==> src/rtl/lcd_refresh_engine.sv <==
module lcd_refresh_engine #(
  parameter int          ROWS      = 128,
  parameter int          COLS      = 128,
  parameter int          DIV       = 4,
  parameter int          FDEPTH    = 3,
  parameter int          BURST     = 2,
  parameter logic [29:0] BASE_WORD = 30'h2A5C3E00
) (
  input  logic        clk,
  input  logic        rst_n,
  output logic        bus_req_n,
  input  logic        bus_gnt_n,
  output logic        rd_n,
  input  logic        ack_n,
  input  logic [31:0] rdata,
  output logic [29:0] addr_w,
  output logic [3:0]  px_data,
  output logic        px_clk,
  output logic        row_latch,
  output logic        row_clk,
  output logic        scan_start,
  output logic        frame_pol,
  output logic        underflow
);
  localparam int WORDS = ROWS * COLS / 32;
  localparam int AW    = $clog2(WORDS);
  localparam int PW    = $clog2(ROWS * COLS / 4);
  localparam int CPW   = $clog2(COLS / 4);
  localparam int DW    = (DIV > 1) ? $clog2(DIV) : 1;
  localparam int FPW   = (FDEPTH > 1) ? $clog2(FDEPTH) : 1;
  localparam int FCW   = $clog2(FDEPTH + 1);
  localparam int BW    = (BURST > 1) ? $clog2(BURST) : 1;

  typedef enum logic [1:0] {ST_IDLE, ST_REQ, ST_READ} bus_st_t;

  bus_st_t        state;
  logic [BW-1:0]  beat;
  logic [AW-1:0]  waddr;
  logic [31:0]    fifo [FDEPTH];
  logic [FPW-1:0] wp, rp;
  logic [FCW-1:0] fcnt;
  logic [DW-1:0]  div_cnt;
  logic [31:0]    sh;
  logic [2:0]     nib_left;
  logic [PW-1:0]  pos;
  logic           started, shown, row_end;

  wire tick    = (div_cnt == DW'(DIV - 1));
  wire have_sh = (nib_left != 3'd0);
  wire push    = (state == ST_READ) && !ack_n;
  wire pop     = tick && !have_sh && (fcnt != '0);
  wire emit    = tick && (have_sh || fcnt != '0);

  assign bus_req_n = (state == ST_IDLE);
  assign rd_n      = (state != ST_READ);
  assign addr_w    = {BASE_WORD[29:AW], waddr};

  always_ff @(posedge clk) begin
    if (!rst_n) begin
      state <= ST_IDLE;
      beat  <= '0;
      waddr <= '0;
    end else begin
      case (state)
        ST_IDLE: if (fcnt <= FCW'(FDEPTH - BURST)) state <= ST_REQ;
        ST_REQ: begin
          beat <= '0;
          if (!bus_gnt_n) state <= ST_READ;
        end
        ST_READ: if (!ack_n) begin
          beat  <= beat + 1'b1;
          waddr <= waddr + 1'b1;
          if (beat == BW'(BURST - 1)) state <= ST_IDLE;
        end
        default: state <= ST_IDLE;
      endcase
    end
  end

  always_ff @(posedge clk) begin
    if (push) fifo[wp] <= rdata;
  end

  always_ff @(posedge clk) begin
    if (!rst_n) begin
      wp   <= '0;
      rp   <= '0;
      fcnt <= '0;
    end else begin
      if (push) wp <= (wp == FPW'(FDEPTH - 1)) ? '0 : wp + 1'b1;
      if (pop)  rp <= (rp == FPW'(FDEPTH - 1)) ? '0 : rp + 1'b1;
      case ({push, pop})
        2'b10:   fcnt <= fcnt + 1'b1;
        2'b01:   fcnt <= fcnt - 1'b1;
        default: ;
      endcase
    end
  end

  always_ff @(posedge clk) begin
    if (!rst_n) begin
      div_cnt    <= '0;
      sh         <= '0;
      nib_left   <= '0;
      pos        <= '0;
      started    <= 1'b0;
      shown      <= 1'b0;
      row_end    <= 1'b0;
      px_data    <= '0;
      px_clk     <= 1'b0;
      row_latch  <= 1'b0;
      row_clk    <= 1'b0;
      scan_start <= 1'b0;
      frame_pol  <= 1'b0;
      underflow  <= 1'b0;
    end else begin
      div_cnt <= tick ? '0 : div_cnt + 1'b1;
      if (tick) begin
        if (have_sh) begin
          px_data  <= sh[31:28];
          sh       <= {sh[27:0], 4'h0};
          nib_left <= nib_left - 1'b1;
        end else if (fcnt != '0) begin
          px_data  <= fifo[rp][31:28];
          sh       <= {fifo[rp][27:0], 4'h0};
          nib_left <= 3'd7;
        end else if (started) begin
          underflow <= 1'b1;
        end
        if (emit) begin
          started <= 1'b1;
          pos     <= pos + 1'b1;
        end
        shown      <= emit;
        row_end    <= emit && (pos[CPW-1:0] == {CPW{1'b1}});
        row_latch  <= row_end;
        row_clk    <= row_end;
        scan_start <= row_end && (pos[PW-1:CPW] == '0);
        if (row_end && (pos[PW-1:CPW] == '0)) frame_pol <= ~frame_pol;
        px_clk     <= 1'b0;
      end else begin
        row_latch  <= 1'b0;
        row_clk    <= 1'b0;
        scan_start <= 1'b0;
        if (shown && div_cnt == DW'(DIV / 2 - 1)) px_clk <= 1'b1;
      end
    end
  end

  AST_NO_OVERFLOW: assert property (@(posedge clk) disable iff (!rst_n)
    (push && !pop) |-> (fcnt < FCW'(FDEPTH)));
  AST_READ_AFTER_GRANT: assert property (@(posedge clk) disable iff (!rst_n)
    $fell(rd_n) |-> $past(!bus_gnt_n));
  AST_ADDR_STEP: assert property (@(posedge clk) disable iff (!rst_n)
    (!rd_n && !ack_n) |=> (addr_w[AW-1:0] == AW'($past(addr_w[AW-1:0]) + 1'b1)));
  AST_DATA_STABLE: assert property (@(posedge clk) disable iff (!rst_n)
    (px_clk && $past(px_clk)) |-> $stable(px_data));
  AST_LATCH_SHORT: assert property (@(posedge clk) disable iff (!rst_n)
    row_latch |=> !row_latch);
  AST_POL_FLIP: assert property (@(posedge clk) disable iff (!rst_n)
    $rose(scan_start) |-> !$stable(frame_pol));
  AST_UNDERFLOW_STICKY: assert property (@(posedge clk) disable iff (!rst_n)
    underflow |=> underflow);
endmodule

==> config.mk <==
export PLATFORM = sky130hd
export DESIGN_NAME = lcd_refresh_engine
export DESIGN_NICKNAME = d
export VERILOG_FILES = /design/src/rtl/lcd_refresh_engine.sv
export SDC_FILE = /design/constraint.sdc
export NUM_CORES = 1
export LEC_CHECK = 0
export ABC_CLOCK_PERIOD_IN_PS = 3800
export BUFFER_PORTS_ARGS = -buffer_cell sky130_fd_sc_hd__buf_2
export CORE_ASPECT_RATIO = 1.4
export CORE_MARGIN = 2
export CORE_UTILIZATION = 52
export CTS_CLUSTER_DIAMETER = 30
export CTS_CLUSTER_SIZE = 10
export DETAILED_ROUTE_END_ITERATION = 8
export MAX_ROUTING_LAYER = met4
export PLACE_DENSITY = 0.83
export SYNTH_ARGS = -nofsm -noshare
export SYNTH_HDL_FRONTEND = slang
export SYNTH_SLANG_ARGS = --single-unit
export TNS_END_PERCENT = 1
==> constraint.sdc <==
create_clock -name clk -period 3.8 [get_ports clk]
set_clock_uncertainty 0.05 [all_clocks]
set_input_delay 0.19 -clock clk [delete_from_list [all_inputs] [get_ports clk]]
set_output_delay 0.19 -clock clk [all_outputs]
set_load 0.1 [all_outputs]
==> out/results.ini <==
[detailed_routing]
firstDrtPassIters = 6
finalWirelength_mm = 13.6
vias = 4793
wire_per_inst_um = 15.3
ant_nets = 0
via_per_inst = 5.41
drcViolationCount = 0
drt_iter0_drc = 287

[sta]
final_max_slew_viol_count = 0
max_freq_mhz = 424
min_period_ns = 2.36
slew_headroom = 0.170
hold_viol = 0
tns_ns = 0
rsz0062_at_grt = false
worst_pin_slew_ns = 1.24
period_share = 0.620
setup_viol = 0
holdWs_ns = 0.111

[power_and_ir_drop]
total_power_mw = 4.00
p_per_area_nw_per_um2 = 487
ir_worst_vdd_mv = 0.377
cellLeakagePower_nw = 3.03

[cells_and_area]
drive_gt1_frac = 0.151
nets = 737
fin_util = 0.622
final_area_sq_um = 8210
antenna_cells = 0
area_growth_pct = 18.2

[die]
dieArea_sq_um = 14300
rows = 50
start_util = 0.526
chipHeight_um = 141
io_pins = 78
core_sq_um = 13200
dieWidth_um = 102

[yosys]
synth_ff_type = edfxtp_1
synth_area_leader_cell = edfxtp_1
ys_seq_area_frac = 0.637
syn_area_per_cell_sq_um = 11.3
synthesis.area_sq_um = 6940
synth-seq-cells = 173
yosysWarnings = 0
synth_commonest_cells = edfxtp_1, dfxtp_1, nand2_1
async_flop_share = 0
syn_inst = 613
synth_edf_count = 96
synth.top_cells.by_area = edfxtp_1, dfxtp_1, a21oi_1
synth.most_common_cell = edfxtp_1
synth_top_area_share = 0.415
ys_types = 49

[clocking]
cts_max_level = 4
clkTransAtPathRegs_ns = 0.07
cts_setup_buffers = 0
numCtsBuffers = 17
cts.sinks = 173
clk_path_buf_depth = 2
cts_tree = built
clock_latency_ns = 0.43
cts-root-buf = clkbuf_16
post_cts_resized = 0

[worst_hold_path]
hold_class = in -> reg
hold_start = ack_n

[critical_path]
crit_type = reg -> reg
timing.rr.start = nib_left[0]$_SDFFE_PN0P_
crit_fanout = 36
end_kind = register
critPathLaunchType = register
required_ns = 4.11
worst_ep_arrival_time_ns = 2.66
startpoint = nib_left[0]$_SDFFE_PN0P_

[global_route]
antenna_found_initial = 0
grt_use_total = 0.204
grt_max_degree = 51
overflow = 0
grt_pass1_wl_mm = 22.0
first_global_vias = 4712

[placed_design]
postPlaceCellArea_sq_um = 7300
dp_hpwl_mm = 8.31
io_buffers = 56
gp_congestion = 0.824

[flow_run]
drv_cap = 0

[outcome]
status = finished clean

[critical path, stage by stage, from the launching register on]
cell      delay [ns]
dfxtp_1         0.37
inv_1           0.08
ha_1            0.26
nand3b_2        0.18
and2_1          0.91
o21ai_0         0.26
a21oi_1         0.17
[flip-flops by register name, indices dropped and copies added (netlist names), 2 cells and up, named ones only]
signal / count
pos: 12
fifo: 96
div_cnt: 2
fcnt: 2
rp: 2
waddr: 9
px_data: 4
wp: 2
sh: 28
state: 2
nib_left: 3
[layout by cell type (no fill, tap or decap), types with 2 or more instances in the layout]
cell           count
and2_1             7
and3_1             3
nor4_1             2
nand2b_1           6
inv_8              5
o21ai_0           63
dfxtp_1           76
nor2b_1            2
dlygate4sd3_1     32
nor3b_4            2
a21oi_1           71
nand4_1            6
conb_1            21
o21bai_1           2
a22oi_1            4
nand3_1            6
clkbuf_16         17
inv_6              7
mux2i_1           34
a311oi_1           2
or3_1              2
nand2_1           77
xnor2_1            2
ha_1              10
xor2_1            12
inv_1              8
buf_2             56
buf_4              6
nand3b_1           2
nor2_1            38
a211oi_1           2
edfxtp_1          96
[cells by family after synthesis]
family | share of synthesized area
and+or+nand+nor | 0.115
muxes | 0.0490
xor gates and xnor gates | 0.0177
AOI/OAI and AO/OA | 0.116
adders and majority gates | 0.0180
buffers and inverters | 0.0461
other | 0.00108
DFF | 0.637
[final cells by class]
class	count	area, sq um
multi-input combinational	397	2290
tap	182	228
clock inverter	15	164
inverter	8	30.0
fill	1007	4990
timing repair buffer	94	646
clock buffer	17	425
sequential	173	4430
[timing repair]
action                     CTS  global route
hold endpoints to repair    96             0
hold buffers                32             0
setup endpoints to repair    0             0
[through the flow]
| stage | cells | worst slack, ns |
|---|---|---|
| after detailed placement | 822 | 1.48 |
| after floorplan | 632 | 0.0594 |
| after global placement | 822 | 1.58 |
| final | 886 | 1.44 |
| after global routing | 886 | 1.23 |
| after CTS | 886 | 1.46 |
[power by group]
part / total [mW] / internal [mW] / switching, mW / leakage (nW)
registers: 2.01 / 1.99 / 0.0157 / 1.49
logic: 0.263 / 0.0672 / 0.196 / 1.25
clock network: 1.72 / 0.940 / 0.784 / 0.290
total: 4.00 / 3.00 / 0.995 / 3.03
[layer usage]
metal | vias up | part of all wire | GRT usage
li1 | 2293 | - | -
met1 | 2303 | 0.40 | 0.228
met2 | 149 | 0.53 | 0.341
met3 | 48 | 0.045 | 0.0382
met4 | 0 | 0.034 | 0.106
met5 | - | 0 | -
[path summary, 6_finish.rpt]
| path | end | slack [ns] | cells after the start |
|---|---|---|---|
| max | sh[28]$_SDFFE_PN0P_ | 1.44 | 6 |
| min | waddr[1]$_SDFFE_PN0P_ | 0.11 | 4 |
| max reg2reg | sh[28]$_SDFFE_PN0P_ | 1.44 | 6 |
| min reg2reg | state[0]$_SDFFE_PN0P_ | 0.38 | 1 |
Power figures use the tool's default switching activity.
